--- src/rtl/tca_pkg.sv ---
// Package: shared types for the tap-mask sharing analyzer.
// Assumes: nothing beyond standard SystemVerilog.
package tca_pkg;

    // Sequencer states: waiting for start, or scanning positions
    typedef enum logic [0:0] {
        ST_IDLE = 1'b0,
        ST_SCAN = 1'b1
    } tca_state_e;

endpackage

--- src/rtl/tca_ctrl.sv ---
// tca_ctrl: sequences one analysis run.
// It accepts a start only while idle, steps a position index once per
// clock, and raises done after the last position.
// Assumes: NPOS >= 2; start is ignored while a scan is running.
module tca_ctrl
    import tca_pkg::*;
#(
    parameter int NPOS = 9,
    parameter int GW   = 4
) (
    input  logic          clk,
    input  logic          rst_n,
    input  logic          start_i,
    output logic          accept_o,
    output logic          step_o,
    output logic [GW-1:0] idx_o,
    output logic          busy_o,
    output logic          done_o
);

    localparam logic [GW-1:0] LAST_IDX = GW'(NPOS - 1);

    tca_state_e    state_q;
    logic [GW-1:0] idx_q;
    logic          done_q;

    // Start is honoured only when no scan is running
    assign accept_o = (state_q == ST_IDLE) && start_i;
    assign step_o   = (state_q == ST_SCAN);
    assign idx_o    = idx_q;
    assign busy_o   = (state_q == ST_SCAN);
    assign done_o   = done_q;

    // State, position counter and done flag
    always_ff @(posedge clk) begin
        if (!rst_n) begin
            state_q <= ST_IDLE;
            idx_q   <= '0;
            done_q  <= 1'b0;
        end else begin
            case (state_q)
                ST_IDLE: begin
                    if (start_i) begin
                        state_q <= ST_SCAN;
                        idx_q   <= '0;
                        done_q  <= 1'b0;
                    end
                end
                ST_SCAN: begin
                    if (idx_q == LAST_IDX) begin
                        state_q <= ST_IDLE;
                        idx_q   <= '0;
                        done_q  <= 1'b1;
                    end else begin
                        idx_q <= idx_q + 1'b1;
                    end
                end
                default: state_q <= ST_IDLE;
            endcase
        end
    end

endmodule

--- src/rtl/tca_slot_match.sv ---
// tca_slot_match: compares one coefficient against every filled slot at once.
// Reports whether a match exists and the lowest matching slot index.
// Assumes: slots at or beyond count are not valid and are masked out.
module tca_slot_match #(
    parameter int NPOS = 9,
    parameter int CW   = 9,
    parameter int GW   = 4,
    parameter int NW   = 4
) (
    input  logic [NPOS*CW-1:0] slots_i,
    input  logic [NW-1:0]      count_i,
    input  logic [CW-1:0]      coef_i,
    output logic               hit_o,
    output logic [GW-1:0]      hit_idx_o
);

    logic [NPOS-1:0] eq;

    // One comparator per slot, qualified by slot occupancy
    for (genvar k = 0; k < NPOS; k++) begin : g_cmp
        assign eq[k] = (NW'(k) < count_i) && (slots_i[k*CW +: CW] == coef_i);
    end

    assign hit_o = |eq;

    // Lowest matching slot wins
    always_comb begin
        hit_idx_o = '0;
        for (int k = NPOS - 1; k >= 0; k--) begin
            if (eq[k]) hit_idx_o = GW'(k);
        end
    end

endmodule

--- src/rtl/tca_lane_lut.sv ---
// tca_lane_lut: maps a distinct-value count to the number of parallel
// output lanes a fixed multiplier pool supports (pool / count, floored).
// Assumes: count 0 means no result yet and yields 0 lanes.
module tca_lane_lut #(
    parameter int NPOS = 9,
    parameter int POOL = 18,
    parameter int NW   = 4,
    parameter int LW   = 5
) (
    input  logic [NW-1:0] count_i,
    output logic [LW-1:0] lanes_o
);

    logic [LW-1:0] tbl [NPOS+1];

    // Constant table, one entry per possible count
    for (genvar n = 0; n <= NPOS; n++) begin : g_tbl
        localparam int LANES = (n == 0) ? 0 : (POOL / n);
        assign tbl[n] = LW'(LANES);
    end

    // Select the entry; out-of-range counts map to zero
    always_comb begin
        lanes_o = '0;
        if (count_i <= NW'(NPOS)) lanes_o = tbl[count_i];
    end

endmodule

--- src/rtl/tca_map_store.sv ---
// tca_map_store: holds the captured mask, the distinct-value slots, the
// per-position group indices and the distinct count.
// On accept it captures the mask and clears all results; on each step it
// files the current position either into a matching slot or a new one.
// Assumes: step and accept are never high together.
module tca_map_store #(
    parameter int NPOS = 9,
    parameter int CW   = 9,
    parameter int GW   = 4,
    parameter int NW   = 4
) (
    input  logic               clk,
    input  logic               rst_n,
    input  logic               accept_i,
    input  logic               step_i,
    input  logic [GW-1:0]      idx_i,
    input  logic [NPOS*CW-1:0] mask_i,
    input  logic               hit_i,
    input  logic [GW-1:0]      hit_idx_i,
    output logic [CW-1:0]      coef_o,
    output logic [NPOS*CW-1:0] slots_o,
    output logic [NPOS*GW-1:0] groups_o,
    output logic [NW-1:0]      count_o
);

    logic [NPOS*CW-1:0] mask_q;
    logic [CW-1:0]      slot_q  [NPOS];
    logic [GW-1:0]      group_q [NPOS];
    logic [NW-1:0]      count_q;

    // Coefficient of the position being scanned
    assign coef_o  = mask_q[int'(idx_i)*CW +: CW];
    assign count_o = count_q;

    // Captured copy of the mask, taken only on an accepted start
    always_ff @(posedge clk) begin
        if (!rst_n) mask_q <= '0;
        else if (accept_i) mask_q <= mask_i;
    end

    // Slot table, group indices and distinct count
    always_ff @(posedge clk) begin
        if (!rst_n || accept_i) begin
            count_q <= '0;
            for (int k = 0; k < NPOS; k++) begin
                slot_q[k]  <= '0;
                group_q[k] <= '0;
            end
        end else if (step_i) begin
            if (hit_i) begin
                group_q[idx_i] <= hit_idx_i;
            end else if (count_q < NW'(NPOS)) begin
                group_q[idx_i]             <= count_q[GW-1:0];
                slot_q[count_q[GW-1:0]]    <= coef_o;
                count_q                    <= count_q + 1'b1;
            end
        end
    end

    // Flatten the tables onto output buses
    for (genvar k = 0; k < NPOS; k++) begin : g_flat
        assign slots_o[k*CW +: CW]  = slot_q[k];
        assign groups_o[k*GW +: GW] = group_q[k];
    end

endmodule

--- src/rtl/tca_analyzer.sv ---
// tca_analyzer: top of the tap-mask sharing analyzer.
// Captures a KDIM x KDIM signed coefficient mask on start, scans it one
// position per clock, and reports distinct values, group indices, the
// distinct count and the parallel lane count for a POOL-multiplier array.
// Assumes: results are read only while done is high.
module tca_analyzer #(
    parameter int KDIM = 3,
    parameter int CW   = 9,
    parameter int POOL = 18,
    localparam int NPOS = KDIM * KDIM,
    localparam int GW   = $clog2(NPOS),
    localparam int NW   = $clog2(NPOS + 1),
    localparam int LW   = $clog2(POOL + 1)
) (
    input  logic               clk,
    input  logic               rst_n,
    input  logic               start_i,
    input  logic [NPOS*CW-1:0] mask_i,
    output logic               busy_o,
    output logic               done_o,
    output logic [NW-1:0]      distinct_o,
    output logic [LW-1:0]      lanes_o,
    output logic [NPOS*GW-1:0] group_o,
    output logic [NPOS*CW-1:0] slot_o
);

    logic          accept;
    logic          step;
    logic [GW-1:0] idx;
    logic [CW-1:0] coef;
    logic          hit;
    logic [GW-1:0] hit_idx;
    logic [NW-1:0] count;

    tca_ctrl #(.NPOS(NPOS), .GW(GW)) u_ctrl (
        .clk      (clk),
        .rst_n    (rst_n),
        .start_i  (start_i),
        .accept_o (accept),
        .step_o   (step),
        .idx_o    (idx),
        .busy_o   (busy_o),
        .done_o   (done_o)
    );

    tca_map_store #(.NPOS(NPOS), .CW(CW), .GW(GW), .NW(NW)) u_store (
        .clk       (clk),
        .rst_n     (rst_n),
        .accept_i  (accept),
        .step_i    (step),
        .idx_i     (idx),
        .mask_i    (mask_i),
        .hit_i     (hit),
        .hit_idx_i (hit_idx),
        .coef_o    (coef),
        .slots_o   (slot_o),
        .groups_o  (group_o),
        .count_o   (count)
    );

    tca_slot_match #(.NPOS(NPOS), .CW(CW), .GW(GW), .NW(NW)) u_match (
        .slots_i   (slot_o),
        .count_i   (count),
        .coef_i    (coef),
        .hit_o     (hit),
        .hit_idx_o (hit_idx)
    );

    tca_lane_lut #(.NPOS(NPOS), .POOL(POOL), .NW(NW), .LW(LW)) u_lanes (
        .count_i (count),
        .lanes_o (lanes_o)
    );

    assign distinct_o = count;

endmodule

--- config.mk ---
export PLATFORM = sky130hd
export DESIGN_NAME = tca_analyzer
export DESIGN_NICKNAME = d
export VERILOG_FILES = /design/src/rtl/tca_pkg.sv /design/src/rtl/tca_ctrl.sv /design/src/rtl/tca_slot_match.sv /design/src/rtl/tca_lane_lut.sv /design/src/rtl/tca_map_store.sv /design/src/rtl/tca_analyzer.sv
export SDC_FILE = /design/constraint.sdc
export NUM_CORES = 1
export LEC_CHECK = 0
export ABC_AREA = 0
export BUFFER_PORTS_ARGS = -buffer_cell sky130_fd_sc_hd__clkbuf_2
export CELL_PAD_IN_SITES_DETAIL_PLACEMENT = 0
export CELL_PAD_IN_SITES_GLOBAL_PLACEMENT = 1
export CORE_MARGIN = 2
export CORE_UTILIZATION = 38
export CTS_CLUSTER_DIAMETER = 50
export DETAILED_ROUTE_END_ITERATION = 6
export GPL_ROUTABILITY_DRIVEN = 0
export HOLD_SLACK_MARGIN = 0.1
export PLACE_DENSITY_LB_ADDON = 0.25
export SLEW_MARGIN = 5
export SYNTH_ARGS = -nofsm -noshare
export SYNTH_HDL_FRONTEND = slang
export SYNTH_SLANG_ARGS = --single-unit
--- constraint.sdc ---
create_clock -name clk -period 3.65 [get_ports clk]
set_input_delay 0.9125 -clock clk [delete_from_list [all_inputs] [get_ports clk]]
set_output_delay 0.9125 -clock clk [all_outputs]
set_load 0.05 [all_outputs]
Word level (Yosys, flattened, before mapping)
Memories as Yosys holds them, arrays and structs flattened.
Index checks and enable logic that the tools add are counted.
- memories: 3
- memory bits (read-only): 80
- word-level logic and storage cells: 96
- output and inout bits: 128
- flip-flop bits (word level): 91
- bits in writable memories: 117
- input port bits: 84
- magnitude comparators: 12
- reductions and logical operators: 17
- bitwise logic cells: 4
- mux-type cells: 39
- shifts and indexed selects: 1
- $add $sub $neg: 2
- eq/ne operators: 12
- multipliers: 1
- memories (memory ; depth ; bits a word ; read ports ; clocked after memory_dff ; write ports ; RTL line ; text):
    u_store.slot_q ; 9 ; 9 ; 9 ; 0 ; 9 ; tca_map_store.sv:27 ; logic [CW-1:0] slot_q [NPOS];
    (no name shown) ; 16 ; 5 ; 1 ; 0 ; 0 ; tca_lane_lut.sv:25 ; if (count_i <= NW'(NPOS)) lanes_o = tbl[count_i];
    u_store.group_q ; 9 ; 4 ; 9 ; 0 ; 9 ; tca_map_store.sv:28 ; logic [GW-1:0] group_q [NPOS];
- operators with widths (operator ; count):
    9-bit equality test ; 9
    81-bit by 32-bit variable part select with 9-bit output ; 1
    4-bit 2-to-1 mux ; 15
    9-bit OR reduction ; 2
    1-bit 2-to-1 mux ; 17
    3-bit by 4-bit < comparator with 1-bit output (first input constant) ; 4
    5-bit 2-to-1 mux ; 3
    1-bit logical AND ; 10
    9-bit 2-to-1 mux ; 1
    4-bit by 1-bit adder with 4-bit output (second input constant) ; 2
    1-bit by 4-bit < comparator with 1-bit output (first input constant) ; 2
    2-bit by 4-bit < comparator with 1-bit output (first input constant) ; 2
    4-bit by 4-bit multiplier with 8-bit output (second input constant) ; 1
    4-bit case mux with 2 select lines ; 1
    5-bit >= comparator (second input constant) ; 1
    4-bit inverter with 5-bit output ; 1
    4-bit equality test (second input constant) ; 1
    4-bit <= comparator (second input constant) ; 1
    4-bit < comparator (first input constant) ; 1
    4-bit < comparator (second input constant) ; 1
    2-bit != test (second input constant) ; 2
    1-bit case mux with 2 select lines ; 2
    4-bit OR reduction ; 1
    3-bit AND reduction ; 1
    other kinds (5) ; 6

Logic depth before layout (Yosys ltp)
Gate-level depths: netlist of the first run.
- depth after elaboration: 15
- mapped depth: 16
- gate-level depth less buffers: 11

Modules after synthesis
A second synthesis of the first run with hierarchy kept.
- cells, all modules: 876
- area, all modules: 10188.5 um^2
- modules (own cells, without submodules) (module ; seq. area each (um^2) ; area each (um^2) ; times used ; cells each):
    tca_map_store ; 5215.0 ; 8558.2 ; 1 ; 672
    tca_slot_match ; 0.0 ; 1196.1 ; 1 ; 151
    tca_ctrl ; 120.1 ; 305.3 ; 1 ; 36
    tca_lane_lut ; 0.0 ; 128.9 ; 1 ; 17

Worst setup path after synthesis of the first run
No wires, ideal clock.
- path type: register -> output
- from: register u_store.count_q[0], in the netlist u_store.count_o[0]
- to: output port lanes_o[1]
- arrival time: 2.519 ns
- slack: 0.218 ns
- cell stages (with the launch flop): 5
- data required time: 2.738 ns
- path buffers: 1
- path through: dfxtp_1 -> inv_1 -> ha_1 -> clkbuf_1 -> a221oi_1
- longest elaborated chain between the ends: 5
- elaborated cells between the ends (all ways): 6
- classes of those cells: 1 x order compare; 3 x mux; 1 x bitwise; 1 x memory
- ends and longest elaborated chain (what ; RTL line ; text):
    start: declaration ; tca_map_store.sv:29 ; logic [NW-1:0] count_q;
    start signal: assignment ; tca_map_store.sv:55 ; count_q <= count_q + 1'b1;
    4-bit inverter with 5-bit output (not written as such) ; tca_lane_lut.sv:25 ;
    memory read 16 x 5 bit ; -- ;
    5-bit 2-to-1 mux (not written as such) (2 in a row) ; tca_lane_lut.sv:25 ;
    5-bit 2-to-1 mux * ; tca_lane_lut.sv:25 ;
    end: declaration ; tca_analyzer.sv:22 ; output logic [LW-1:0] lanes_o,
Every way passes the cells marked *; elsewhere a longest branch is shown, timed or not. The select of a mux whose other input is x is not followed.

==> results of run 1 <==
-- kinds of logic (layout without fill, tap and decap cells) --
kind of cell | count (synthesis) | after routing | share of synthesized area (%)
fa+ha+maj | 8 | 8 | 1.02
flops | 208 | 208 | 54.2
mux | 35 | 36 | 3.67
xor+xnor | 82 | 82 | 7.37
buf+inv | 73 | 421 | 3.44
compound gates | 146 | 146 | 10.6
simple gates | 433 | 434 | 19.8
-- routing by layer --
metal  global-route usage (%)  vias up
li1                         -     4056
met1                     27.6     3911
met2                     34.9      282
met3                     3.49       51
met4                     4.94        0
met5                        0        -
-- flip-flops by register name, indices dropped and copies added (netlist names) --
register / count
u_ctrl.idx_o: 4
u_ctrl.busy_o: 1
u_ctrl.done_o: 1
u_store.group_q: 36
u_store.slot_q: 81
u_store.count_o: 4
u_store.mask_q: 81
-- critical path, stage by stage (launching register included) --
cell and delay, ns:
dfxtp_1 0.48, nand2b_2 0.15, buf_4 0.21, o21ai_0 0.28
o22ai_2 0.13, buf_12 0.17, buf_4 0.15, buf_4 0.13
xnor2_1 0.12, nor4_1 0.34, nand3_1 0.14, buf_4 0.19
nor4b_2 0.18, or4_4 0.52, nand2_2 0.13
-- what timing repair did --
action                                 4_1_cts  5_1_grt
endpoints found under the hold margin        0        0
gates resized for setup                     16       79
buffers inserted                             2       30
cloned                                       0        6
pin swaps                                    1       23
setup endpoints to repair                  150      157
-- layout by cell type, fill, tap and decap left out, types with 6 or more instances in the layout --
master	Yosys	routed
a211oi_2	1	8
a21boi_0	82	82
a21oi_1	8	7
buf_12	0	16
buf_4	6	124
buf_6	4	13
clkbuf_1	41	6
clkbuf_16	0	31
clkbuf_2	0	211
dfxtp_1	91	89
edfxtp_1	117	117
ha_1	8	8
mux2i_1	32	25
mux2i_2	0	6
nand2_1	210	195
nand2_2	1	9
nand2_4	0	7
nand3_1	11	8
nand4_1	14	14
nor2_1	123	123
nor2b_1	19	18
nor4_1	9	7
o21ai_0	11	6
o22ai_1	16	6
o22ai_2	0	8
or4_4	8	9
xnor2_1	36	35
xor2_1	45	40
-- cell type report --
| cell class | instances | area share [%] |
|---|---|---|
| Clock buffer | 34 | 5.17 |
| Clock inverter | 13 | 0.799 |
| Inverter | 6 | 0.164 |
| Multi-Input combinational cell | 706 | 33.6 |
| Sequential cell | 208 | 38.8 |
| Tap cell | 330 | 3.00 |
| Timing Repair Buffer | 368 | 18.5 |
-- through the flow --
step | area, um2 | hold WS (ns)
finish | 13800 | 0.461
floorplan | 9850 | 0.438
global placement | 12200 | 0.452
detailed placement | 12200 | 0.456
global route | 13800 | 0.478
CTS | 13100 | 0.464
-- worst min path at each step --
stage                                                from                              end  slack [ns]
final                     u_store.mask_q[74]$_SDFFE_PN0P_  u_store.mask_q[74]$_SDFFE_PN0P_        0.46
after global routing      u_store.mask_q[66]$_SDFFE_PN0P_  u_store.mask_q[66]$_SDFFE_PN0P_        0.48
after CTS                 u_store.mask_q[74]$_SDFFE_PN0P_  u_store.mask_q[74]$_SDFFE_PN0P_        0.46
after detailed placement  u_store.mask_q[74]$_SDFFE_PN0P_  u_store.mask_q[74]$_SDFFE_PN0P_        0.46
after global placement    u_store.mask_q[35]$_SDFFE_PN0P_  u_store.mask_q[35]$_SDFFE_PN0P_        0.45
after floorplan           u_store.mask_q[76]$_SDFFE_PN0P_  u_store.mask_q[76]$_SDFFE_PN0P_        0.44
-- power groups by stage --
stage | registers [W] | logic [W] | clock network (W)
2_1_floorplan | 0.00299 | 0.000428 | 0
3_3_place_gp | 0.00276 | 0.00108 | 0
3_5_place_dp | 0.00276 | 0.00109 | 0
4_1_cts | 0.00271 | 0.00110 | 0.00249
5_1_grt | 0.00272 | 0.00129 | 0.00259
6_report | 0.00271 | 0.00121 | 0.00244
==> flow_metrics.py, run 1 <==
metrics = {
    "worst_setup_path": {
        "r2r_start": "u_ctrl.idx_o[2]$_SDFFE_PN0P_",
        "worst_ep_arrival_time_ns": 3.85,
        "endpoint": "u_store.group_q[4][3]$_SDFFCE_PN0P_",
        "required_ns": 3.86,
        "critPathMaxFanout": 12,
        "reg2reg_slack_ns": 0.01,
        "path_class": "register to register",
        "rr_worst_depth": 14,
        "worstSetupStartpointType": "register",
        "startpoint": "u_ctrl.idx_o[2]$_SDFFE_PN0P_",
        "crit_path_end_kind": "register",
        "r2r_end": "u_store.group_q[4][3]$_SDFFCE_PN0P_",
    },
    "yosys": {
        "ys_seq_area_share_pct": 54.2,
        "synth_commonest_cells": "nand2_1, nor2_1, edfxtp_1",
        "syn_area_um2": 9850,
        "synth_edf_count": 117,
        "synth_top_cell_area_share_pct": 35.7,
        "synth_cell_types": 60,
        "yosysMostFrequentCell": "nand2_1",
        "yosysTopAreaCell": "edfxtp_1",
        "syn_inst": 985,
        "syn_avg_cell_area_um2": 10.0,
        "syn_nets": 1077,
        "yosysWarnings": 0,
        "ys_async_sr_fraction_pct": 0,
        "synth_seq_cells": 208,
        "ys.flop_type": "edfxtp_1",
        "synth_area_leaders": "edfxtp_1, dfxtp_1, nand2_1, a21boi_0, nor2_1",
    },
    "clocking": {
        "cts_max_path_buffers": 3,
        "cts_sinks": 208,
        "clkSlewWorstSetupHoldPaths_ns": 0.06,
        "cts_hold_buffers": 0,
        "clk_latency_ns": 0.53,
        "root_buffer": "clkbuf_16",
        "cts_tree": "built",
        "htreeDepth": 1,
        "cts_made_buffers": 26,
    },
    "sta": {
        "rsz0062_at_grt": "yes",
        "fin_crit_sh_pct": 99.6,
        "max-slew-margin-rel_pct": 5.12,
        "clock.fmax_mhz": 275,
        "post-route-min-period_ns": 3.64,
        "tns_ns": 0,
        "hold_viol": 0,
        "setup_viol": 0,
        "slew_viol_final": 0,
        "layout_setup_ws_ns": 0.0130,
        "skew_ns": 0.0158,
        "worst_pin_slew_ns": 1.42,
    },
    "power": {
        "powerDensity_nw_per_um2": 462,
        "combPwrFrac_pct": 19.0,
        "irDropWorstVdd_mv": 0.298,
        "power_leakage_nw": 5.56,
        "p_int_w": 0.00452,
        "net-switching-power_w": 0.00184,
        "pwr-share-seq_pct": 42.6,
        "power.share.switching_pct": 28.9,
        "finalPower_w": 0.00636,
        "clock_power_share_pct": 38.4,
    },
    "detailed_routing": {
        "route.detailed.drc": 0,
        "vias_per_cell": 4.98,
        "top_layer": "met4",
        "wl_um": 29600,
        "drt.antenna.violating_nets": 0,
        "num_vias": 8300,
        "drtIter0Drc": 502,
        "met2RoutedLength_um": 14300,
        "wl_per_cell_um": 17.8,
        "met3_length_um": 1790,
        "wl_met1_um": 12800,
        "drt_pre_antenna_iters": 7,
    },
    "die": {
        "design.portCount": 212,
        "core_um2": 25300,
        "die_area_um2": 27200,
        "die_x_um": 165,
        "die_h_um": 165,
        "rows": 58,
        "initial_core_util_pct": 38.9,
    },
    "cells_and_area": {
        "fillers": 2313,
        "syn2layout_area_growth_pct": 39.8,
        "layout.nets": 1408,
        "n_antenna_cell": 0,
        "drive_gt1_share_pct": 36.7,
        "multi_input_area_um2": 4620,
        "stdcell_count": 1665,
        "fin_util_pct": 54.4,
        "seq_area_um2": 5340,
    },
    "placed_design": {
        "pre_cts_slack_ns": -0.198,
        "port_buffers": 211,
        "hpwl_um": 21000,
        "dp_cells": 1580,
    },
    "global_routing": {
        "grt_usage_pct": 20.6,
        "grt_pass1_vias": 7888,
        "antenna_found_initial": 0,
        "grt.overflow.total": 0,
        "grt_max_degree": 88,
        "grt_pass1_wl_um": 43400,
    },
    "status": {
        "status": "complete, no violations",
    },
    "hold_path": {
        "hp-class": "register to register",
        "holdPathStages": 2,
    },
    "run": {
        "cap_violations": 0,
    },
}
Power figures use the tool's default switching activity.
==> run 2, diff against run 1 <==
==> constraint.sdc (replaced) <==
create_clock -name clk -period 3.65 [get_ports clk]
set_input_delay 0.73 -clock clk [delete_from_list [all_inputs] [get_ports clk]]
set_output_delay 0.73 -clock clk [all_outputs]
set_load 0.05 [all_outputs]
==> run 2 against run 1 <==
The flow now finishes with violations (negative setup slack). Wire length shrank 0.80%. First-iteration DRC count grew 17%. Combinational power is essentially flat. Final area grew 1.9%. Die area is the same. Via count grew 0.18%. Clock power grew 5%. Worst setup slack lost 0.078 ns. Clock skew grew 0.0011 ns. Critical endpoint is now u_store.group_q[0][0]$_SDFFCE_PN0P_. Highest routed layer unchanged.
==> flow_metrics.py, run 2 (same netlist as run 1, synthesis figures left out) <==
metrics = {
    "cells_and_area": {
        "drive_gt1_share_pct": 38.7,
        "fin_util_pct": 55.4,
        "final_area_um2": 14000,
        "layout.nets": 1413,
        "reg_top3": "u_store.mask_q x81, u_store.slot_q x81, u_store.group_q x36",
        "final_common_cell": "clkbuf_2",
        "mostFrequentLayoutCells": "clkbuf_2, nand2_1, buf_4",
        "stdcell_count": 1671,
        "syn2layout_area_growth_pct": 42.4,
        "n_antenna_cell": 0,
    },
    "worst_setup_path": {
        "required_ns": 4.05,
        "crit_path_end_kind": "register",
        "crit_slowest_cell": "or4_4",
        "path_cells": "buf_12 -> buf_8 -> mux2i_4 -> o22ai_2 -> o22ai_2 -> buf_12 -> buf_12 -> xor2_2 -> nand4_1 -> or4_4 -> nand4_4 -> buf_6 -> nor4b_4 -> or4_4 -> buf_6 -> nor2b_1",
        "critical-path-max-stage-delay_ns": 0.61,
        "path_class": "register to register",
        "worstSetupStartpointType": "register",
        "crit_top_cell": "buf_12",
        "worst_ep_arrival_time_ns": 4.11,
        "critPathMaxFanout": 6,
    },
    "sta": {
        "worst_pin_slew_ns": 1.07,
        "clock.fmax_mhz": 269,
        "skew_ns": 0.0169,
        "layout_setup_ws_ns": -0.0652,
        "max-slew-margin-rel_pct": 27.9,
        "slew_viol_final": 0,
        "setup_viol": 22,
        "post-route-min-period_ns": 3.72,
        "hold_viol": 0,
        "rsz0062_at_grt": "yes",
        "fin_crit_sh_pct": 102,
    },
    "die": {
        "die_h_um": 165,
        "design.portCount": 212,
        "core_um2": 25300,
        "rows": 58,
        "initial_core_util_pct": 38.9,
        "die_area_um2": 27200,
        "die_x_um": 165,
    },
    "clocking": {
        "cts_max_path_buffers": 3,
        "cts_sinks": 208,
        "cts_hold_buffers": 0,
        "htreeDepth": 1,
        "clk_latency_ns": 0.53,
        "cts_made_buffers": 26,
        "root_buffer": "clkbuf_16",
        "cts_tree": "built",
        "clkSlewWorstSetupHoldPaths_ns": 0.06,
    },
    "hold_path": {
        "hp-class": "input port to register",
    },
    "global_routing": {
        "grt_usage_pct": 21.1,
        "grt_pass1_vias": 8168,
        "grt_pass1_wl_um": 44100,
        "grt_max_degree": 92,
        "grt.overflow.total": 0,
        "antenna_found_initial": 0,
    },
    "placed_design": {
        "dp_cells": 1580,
        "pre_cts_slack_ns": -0.334,
        "hpwl_um": 21000,
        "postPlaceCellArea_um2": 12200,
        "port_buffers": 211,
    },
    "detailed_routing": {
        "num_vias": 8315,
        "wl_per_cell_um": 17.6,
        "vias_per_cell": 4.98,
        "drtIter0Drc": 589,
        "drt_pre_antenna_iters": 5,
        "wl_um": 29400,
        "drt.antenna.violating_nets": 0,
        "route.detailed.drc": 0,
    },
    "power": {
        "finalPower_w": 0.00649,
        "powerDensity_nw_per_um2": 462,
        "irDropWorstVdd_mv": 0.279,
        "power_leakage_nw": 5.65,
    },
    "run": {
        "cap_violations": 0,
    },
    "status": {
        "violations": "negative setup slack",
        "status": "finished, violations left",
    },
}
-- run 2: changes by cell type in the layout (fill, tap and decap cells not counted), sizes merged --
cell / change
inv: +1
clkinvlp: -1
buf: +9
clkinv: -3
-- run 2: layout make-up --
class                           count  area (um2)
Timing Repair Buffer              373        2660
Inverter                            6        22.5
Clock inverter                     10         114
Fill cell                        2267       11300
Multi-Input combinational cell    706        4710
Tap cell                          330         413
Clock buffer                       38         763
Sequential cell                   208        5340
-- run 2: layer usage --
layer  share of wire, %  global-route usage [%]
met5                  0                       0
met4                2.6                    6.96
met3                6.2                    2.89
met2                 48                    35.6
met1                 43                    28.0
-- run 2: where the power goes --
group | total, W | switching (W) | leakage, nW | internal [W]
Combinational | 0.00120 | 0.000736 | 3.20 | 0.000465
Clock | 0.00257 | 0.00103 | 0.438 | 0.00155
Sequential | 0.00271 | 0.000107 | 2.02 | 0.00261
-- run 2: critical path, delay by kind of cell (launching register included) --
family                    cells  cell delay, ns
DFF                           1            0.42
xor gates and xnor gates      1            0.15
and+or+nand+nor               6            1.62
buffers and inverters         6            0.81
AOI/OAI and AO/OA             2            0.35
muxes                         1            0.23
-- run 2: final timing paths --
check / startpoint / to / slack (ns) / cells after the start
worst max-delay path: u_ctrl.idx_o[0]$_SDFFE_PN0P_ / u_store.group_q[0][0]$_SDFFCE_PN0P_ / -0.07 / 16
worst max register to register: u_ctrl.idx_o[0]$_SDFFE_PN0P_ / u_store.group_q[0][0]$_SDFFCE_PN0P_ / -0.07 / 16
worst min register to register: u_store.mask_q[65]$_SDFFE_PN0P_ / u_store.mask_q[65]$_SDFFE_PN0P_ / 0.46 / 2
worst min-delay path: mask_i[18] / u_store.mask_q[18]$_SDFFE_PN0P_ / 0.43 / 3
-- run 2: through the flow --
stage / TNS, ns / hold slack, ns
floorplan: 0 / 0.438
global placement: -25.52 / 0.454
detailed placement: -30.52 / 0.460
CTS: -0.0253 / 0.412
global route: -12.32 / 0.427
finish: -0.916 / 0.428
-- run 2: what timing repair did --
item                                    CTS  global route
pin swaps                                17            44
gates resized for setup                  40            83
endpoints found under the setup margin  208           234
cloned                                    2             0
setup buffers                            18            23
